**config.mk**
```make
export PLATFORM = sky130hd
export DESIGN_NAME = tw_cmd_decode
export DESIGN_NICKNAME = d
export VERILOG_FILES = /design/src/rtl/twc_pkg.sv /design/src/rtl/twc_addr_match.sv /design/src/rtl/twc_mode_flag.sv /design/src/rtl/twc_strobe_gen.sv /design/src/rtl/tw_cmd_decode.sv
export SDC_FILE = /design/constraint.sdc
export NUM_CORES = 1
export LEC_CHECK = 0
export ABC_AREA = 1
export BUFFER_PORTS_ARGS = -buffer_cell sky130_fd_sc_hd__clkbuf_2
export CORE_AREA = 2 2 48 50
export DETAILED_ROUTE_END_ITERATION = 6
export DIE_AREA = 0 0 50 52
export PLACE_DENSITY = 0.81
export SLEW_MARGIN = 20
export SYNTH_ARGS = -nofsm -noshare
export SYNTH_HDL_FRONTEND = slang
export SYNTH_SLANG_ARGS = --single-unit
```
**constraint.sdc**
```tcl
create_clock -name clk -period 1.58 [get_ports clk]
set_input_delay 0.316 -clock clk [delete_from_list [all_inputs] [get_ports clk]]
set_output_delay 0.316 -clock clk [all_outputs]
set_load 0.03 [all_outputs]
```
**src/rtl/twc_pkg.sv**
```systemverilog
package twc_pkg;
  localparam int CMD_W  = 32;
  localparam int N_MODE = 7;
  localparam int N_STB  = 9;

  // mode flag index: host, client, high-speed, smbus, pec, alt command, fifo
  localparam int EN_POS  [N_MODE] = '{2, 4, 8, 10, 12, 16, 28};
  localparam int DIS_POS [N_MODE] = '{3, 5, 9, 11, 13, 17, 29};

  // strobe index
  localparam int S_START = 0;
  localparam int S_STOP  = 1;
  localparam int S_QUICK = 2;
  localparam int S_BCLR  = 3;
  localparam int S_PECRQ = 4;
  localparam int S_TXF   = 5;
  localparam int S_RXF   = 6;
  localparam int S_TXFL  = 7;
  localparam int S_SOFT  = 8;

  // strobe source bit positions in the data word, by strobe index
  localparam int STB_POS [N_STB] = '{0, 1, 6, 15, 14, 24, 25, 26, 7};
endpackage

```
**src/rtl/twc_addr_match.sv**
```systemverilog
module twc_addr_match #(
  parameter int              ADDR_W     = 12,
  parameter logic [ADDR_W-1:0] REG_OFFSET = 12'h600
) (
  input  logic              wr_en,
  input  logic              wprot,
  input  logic [ADDR_W-1:0] wr_addr,
  output logic              hit
);
  always_comb hit = wr_en && !wprot && (wr_addr == REG_OFFSET);
endmodule

```
**src/rtl/twc_mode_flag.sv**
```systemverilog
module twc_mode_flag (
  input  logic clk,
  input  logic rst,
  input  logic hit,
  input  logic soft_clr,
  input  logic set_bit,
  input  logic clr_bit,
  output logic q
);
  always_ff @(posedge clk) begin
    if (rst) begin
      q <= 1'b0;
    end else if (hit) begin
      if (soft_clr || clr_bit) q <= 1'b0;
      else if (set_bit)        q <= 1'b1;
    end
  end
endmodule

```
**src/rtl/twc_strobe_gen.sv**
```systemverilog
module twc_strobe_gen
  import twc_pkg::*;
#(
  parameter int NS = N_STB
) (
  input  logic          clk,
  input  logic          rst,
  input  logic          hit,
  input  logic          host_q,
  input  logic [NS-1:0] req,
  output logic [NS-1:0] pulse
);
  localparam logic [NS-1:0] SOFT_MASK = NS'(1) << S_SOFT;
  localparam logic [NS-1:0] HOST_MASK = (NS'(1) << S_QUICK) | (NS'(1) << S_BCLR);

  logic [NS-1:0] nxt;

  always_comb begin
    nxt = '0;
    if (hit) begin
      if (req[S_SOFT]) begin
        nxt = SOFT_MASK;
      end else begin
        nxt = req & ~SOFT_MASK;
        if (!host_q) nxt = nxt & ~HOST_MASK;
      end
    end
  end

  always_ff @(posedge clk) begin
    if (rst) pulse <= '0;
    else     pulse <= nxt;
  end
endmodule

```
**src/rtl/tw_cmd_decode.sv**
```systemverilog
module tw_cmd_decode
  import twc_pkg::*;
#(
  parameter int                ADDR_W     = 12,
  parameter logic [ADDR_W-1:0] REG_OFFSET = 12'h600
) (
  input  logic              clk,
  input  logic              rst,
  input  logic              wr_en,
  input  logic [ADDR_W-1:0] wr_addr,
  input  logic [CMD_W-1:0]  wr_data,
  input  logic              wprot,
  output logic              host_en,
  output logic              client_en,
  output logic              hs_en,
  output logic              smb_en,
  output logic              pec_en,
  output logic              altcmd_en,
  output logic              fifo_en,
  output logic              start_p,
  output logic              stop_p,
  output logic              quick_p,
  output logic              bus_clr_p,
  output logic              pec_req_p,
  output logic              txf_clr_p,
  output logic              rxf_clr_p,
  output logic              txf_lock_clr_p,
  output logic              soft_rst_p
);
  logic              hit;
  logic              soft_req;
  logic [N_MODE-1:0] mode_q;
  logic [N_STB-1:0]  stb_req;
  logic [N_STB-1:0]  stb_q;
  logic              unused_bits;

  assign unused_bits = ^{wr_data[31:30], wr_data[27], wr_data[23:18]};

  twc_addr_match #(.ADDR_W(ADDR_W), .REG_OFFSET(REG_OFFSET)) u_match (
    .wr_en  (wr_en),
    .wprot  (wprot),
    .wr_addr(wr_addr),
    .hit    (hit)
  );

  assign soft_req = wr_data[STB_POS[S_SOFT]];

  for (genvar m = 0; m < N_MODE; m++) begin : g_mode
    twc_mode_flag u_flag (
      .clk     (clk),
      .rst     (rst),
      .hit     (hit),
      .soft_clr(soft_req),
      .set_bit (wr_data[EN_POS[m]]),
      .clr_bit (wr_data[DIS_POS[m]]),
      .q       (mode_q[m])
    );
  end

  for (genvar s = 0; s < N_STB; s++) begin : g_req
    assign stb_req[s] = wr_data[STB_POS[s]];
  end

  twc_strobe_gen #(.NS(N_STB)) u_stb (
    .clk   (clk),
    .rst   (rst),
    .hit   (hit),
    .host_q(mode_q[0]),
    .req   (stb_req),
    .pulse (stb_q)
  );

  assign host_en   = mode_q[0];
  assign client_en = mode_q[1];
  assign hs_en     = mode_q[2];
  assign smb_en    = mode_q[3];
  assign pec_en    = mode_q[4];
  assign altcmd_en = mode_q[5];
  assign fifo_en   = mode_q[6];

  assign start_p        = stb_q[S_START];
  assign stop_p         = stb_q[S_STOP];
  assign quick_p        = stb_q[S_QUICK];
  assign bus_clr_p      = stb_q[S_BCLR];
  assign pec_req_p      = stb_q[S_PECRQ];
  assign txf_clr_p      = stb_q[S_TXF];
  assign rxf_clr_p      = stb_q[S_RXF];
  assign txf_lock_clr_p = stb_q[S_TXFL];
  assign soft_rst_p     = stb_q[S_SOFT];
endmodule

```
; ---- Word-level counts from Yosys, hierarchy flattened
; Index checks and enable logic that the tools add are counted.
[classes]
eq_ne = 1
muxes = 16
bitwise_logic = 2
n_reduce_logical = 27
[ops]
columns = operator, count
row1 = 1-bit 2-to-1 mux, 14
row2 = 2-bit AND reduction, 7
row3 = 2-bit nonzero test, 7
row4 = 12-bit by 11-bit equality test with 1-bit output (second input constant), 1
row5 = 9-bit 2-to-1 mux, 1
row6 = 1-bit logical OR, 7
row7 = 4-bit 2-to-1 mux, 1
row8 = 4-bit OR reduction, 1
row9 = 3-bit OR reduction, 1
row10 = 1-bit logical AND, 2
row11 = 1-bit NOT, 2
row12 = 2-bit OR reduction, 1
row13 = 1-bit zero test, 1
[totals]
register_bits = 16
in_bits = 48
output_inout_bits = 16
word_cells = 56

; ---- Longest topological paths before layout
[depth]
word_depth = 5
ltp_mapped = 8

; ---- By module
; From an unflattened synthesis, not the netlist that was laid out.
[hier_totals]
cells_unflattened = 123
hier_area_um2 = 732.0
[by_module_without_submodules]
columns = module, instances, cells_each, area_each_um2, seq_area_each_um2
row1 = twc_mode_flag, 7, 10, 53.8, 20.0
row2 = twc_strobe_gen, 1, 34, 280.3, 180.2
row3 = twc_addr_match, 1, 19, 75.1, 0.0

; ---- Worst setup path after synthesis
; Ideal clock, no wire load.
[synth_path]
kind = input to register
startpoint = in wr_addr[1]
endpoint = reg u_stb.pulse[0]
setup_ns = 0.064
arrival_time_ns = 0.963
required_ns = 1.516
path_slack_ns = 0.553
cell_stages = 5
n_path_buf = 0
path_cell_list = nor2_2 -> nand3_2 -> nor2_8 -> nand3_4 -> nor2_2
[synth_via]
elab_chain_cells = 4
[synth_rtl]
columns = item, line_no
row1 = start: declaration, tw_cmd_decode.sv:10  ; input logic [ADDR_W-1:0] wr_addr,
row2 = 12-bit by 11-bit equality test with 1-bit output, twc_addr_match.sv:10  ; always_comb hit = wr_en && !wprot && (wr_addr == REG_OFFSET);
row3 = 1-bit logical AND, twc_addr_match.sv:10
row4 = 1-bit NOT (no line), --
row5 = 3-bit OR reduction (no line), --
row6 = end signal: assignment, twc_strobe_gen.sv:32  ; else pulse <= nxt;
row7 = end: declaration, twc_strobe_gen.sv:11  ; output logic [NS-1:0] pulse
; No other way between the ends.
; A chain may end at the register's enable or synchronous reset.

; ---- Worst setup path after layout
[layout_path]
startpoint = reg g_mode[0].u_flag.q
endpoint = out host_en
[layout_rtl]
columns = item, line_no
row1 = start: declaration, twc_mode_flag.sv:8  ; output logic q
row2 = start signal: assignment, twc_mode_flag.sv:12  ; q <= 1'b0;
row3 = start signal: assignment, twc_mode_flag.sv:14  ; if (soft_clr || clr_bit) q <= 1'b0;
row4 = start signal: assignment, twc_mode_flag.sv:15  ; else if (set_bit) q <= 1'b1;
row5 = end: declaration, tw_cmd_decode.sv:13  ; output logic host_en,
; No word-level cell between the ends.

==> metrics.txt <==
multi-input logic area 409.1 sq um; vias in the first global route 785; die footprint 2600 sq um; yosys synthesis warning count 0; grt peak-use layer met2; worst slew pin tran 0.3303 ns; FF-to-FF End u_stb.pulse[3]; hpwl dp 1.584 mm; grt met2 use 30.70%; initial antenna violation count 0; clk_skew 0.0003566 ns; Hold Crit Class input pin to flop; clock root cell clkbuf_4; post-cts sizing count 0; CTS Buf Count 3; Max Slew Vio Count 0; largest net degree at the start of global routing 10; area of the core 2106 sq um; fin crit period 1.207 ns; Worst-Skew Late Latency 0.28 ns; CP Class flop to output port; ANT cells 0; post-route ant nets 0; MaxCap Viol Count 0; unique cell type count in the Yosys netlist 16; Max-Slew Margin vs Limit 77.96%; total negative setup slack 0 ns; Max Fanout on Critical Path 3; met3 global-route usage 3.161%; syn_nets 169; share of layout cells above drive strength 1 46.37%; Worst path slowest cell dfxtp_1; CTS max path bufs 2; total congestion overflow 0; CTS tree built; RSZ-0062 raised after global routing false; CTS clk-pin slew, worst paths 0.09 ns; fillers 200; # port buffers 54; Max Fclk 828.3 MHz; largest stage delay on the critical path 0.38 ns; dpl ws 0.2908 ns; Final Hold Vio Count 0; Seq cells post-synth 16; Post-CTS Hold Buffers 0; gr usage total 16.07%; r2r startpoint g_mode[0].u_flag.q; CP cell instances clkbuf_2; # nets final 228; Post-CTS Setup Inserts 0; Placer Congestion 0.7334; Vias/cell 4.155; Reg2Reg Depth 2; WL final 1.848 mm; Max VDD drop 0.5240 mV; first-pass GRT wire length 3.180 mm; Vert. Die Dim 52 microns; status finished clean; delay-heaviest family, CP flip-flops; register area 320.3 sq um; Via Count 860; WP depth 1; WP data required 1.26 ns; number of DRC markers in iteration 0 8; setup violators final 0; Final Worst Setup Slack 0.3727 ns; hold path startpoint rst; mapped cell area 842.1 sq um; Power Dens Cells 641.8 nW/um^2; drt pass-1 iters 3; met1 GRT Util 17.44%; Worst Hold Path Cells 2; synthesis-to-layout area growth 40.57%; average size of a mapped cell 6.959 sq um; WHS Endpoint u_stb.pulse[8]; Static Leak 0.6659 nW; # DRC 0; # rows 17; synthesized instance count 121; Setup crit end kind output port; Buf/Inv on CP 1; setup slack, reg-to-reg 0.91 ns; arrival time worst endpoint 0.89 ns; Critical Path Start Type flop; fin crit share 76.41%; post-detailed-route wirelength per cell 8.928 microns; H-Tree Depth 1; I/O Pins 64; die width 50 microns; clk sinks 16; sequential share of the synthesized area 38.04%; Initial Utilization 39.99%
layout by cell type, fill, tap and decap left out:
cell	instances
nand3_4	1
inv_2	2
clkbuf_8	1
nor2_8	1
nand3_1	8
or2_2	1
nand2_2	1
clkbuf_2	54
nand4_2	1
inv_1	28
nor2_2	16
nand3_2	1
nor2_1	8
nor2_4	1
dfxtp_1	16
or2_1	7
nor4_1	1
nand2_1	28
clkbuf_4	3
per-layer routing:
layer  vias up  share of wire [%]
met5         -                  0
met4         0               0.92
met3         2                3.2
met2        19                 59
met1       372                 37
li1        467                  -
area by class of cell:
type,instances,share of cell area (%)
clock buffers,4,3.066
well taps,28,2.960
inverters,30,9.514
multi-input cells,75,34.57
repair buffers,54,22.83
flip-flops and latches,16,27.06
worst max-delay path by stage:
| stage | from | end | slack [ns] |
|---|---|---|---|
| finish | g_mode[0].u_flag.q | host_en | 0.37 |
| global route | g_mode[0].u_flag.q | host_en | 0.33 |
| CTS | g_mode[0].u_flag.q | host_en | 0.36 |
| detailed placement | wr_addr[1] | g_mode[0].u_flag.q | 0.29 |
| global placement | wr_addr[1] | g_mode[5].u_flag.q | 0.36 |
| floorplan | wr_addr[1] | u_stb.pulse[0] | 0.55 |
synth_stat cells:
library cell / number / area, sq um
nand4_2: 1 / 12.51
or2_1: 7 / 43.79
nand3_1: 8 / 40.04
nor4_1: 1 / 6.260
or2_2: 1 / 6.260
nor2_1: 8 / 30.03
nor2_8: 1 / 20.02
dfxtp_1: 16 / 320.3
nand3_2: 1 / 10.01
inv_1: 28 / 105.1
nand3_4: 1 / 17.52
nand2_1: 28 / 105.1
inv_2: 2 / 7.510
nor2_2: 16 / 100.1
nor2_4: 1 / 11.26
nand2_2: 1 / 6.260
metrics by stage:
step           util, %  std cells  cell area [sq um]  power (mW)  hold slack [ns]
6_report         56.21        207               1184      0.7596           0.2202
5_1_grt          56.21        207               1184      0.8062           0.2178
4_1_cts          56.21        207               1184      0.7709           0.2097
3_5_place_dp     54.49        203               1147      0.5065           0.5076
3_3_place_gp     54.49        203               1147      0.5030           0.4887
2_1_floorplan        -        121              842.1      0.4511           0.3945
state kept, by name, summed over array words and instances, names as in the netlist:
| register | cells |
|---|---|
| g_mode.u_flag.q | 7 |
| u_stb.pulse | 9 |
kinds of logic after synthesis:
group / Yosys count / share of synthesized area (%)
buffers and inverters: 30 / 13.37
flip-flops: 16 / 38.04
AND/OR/NAND/NOR: 75 / 48.59
where the power goes:
| part | leakage (nW) | internal [mW] | switching, mW |
|---|---|---|---|
| sequential | 0.129 | 0.403 | 0.00000611 |
| combinational | 0.516 | 0.0483 | 0.0447 |
| clock | 0.0210 | 0.140 | 0.124 |
| total | 0.666 | 0.591 | 0.168 |
(Power assumes the default switching activity.)
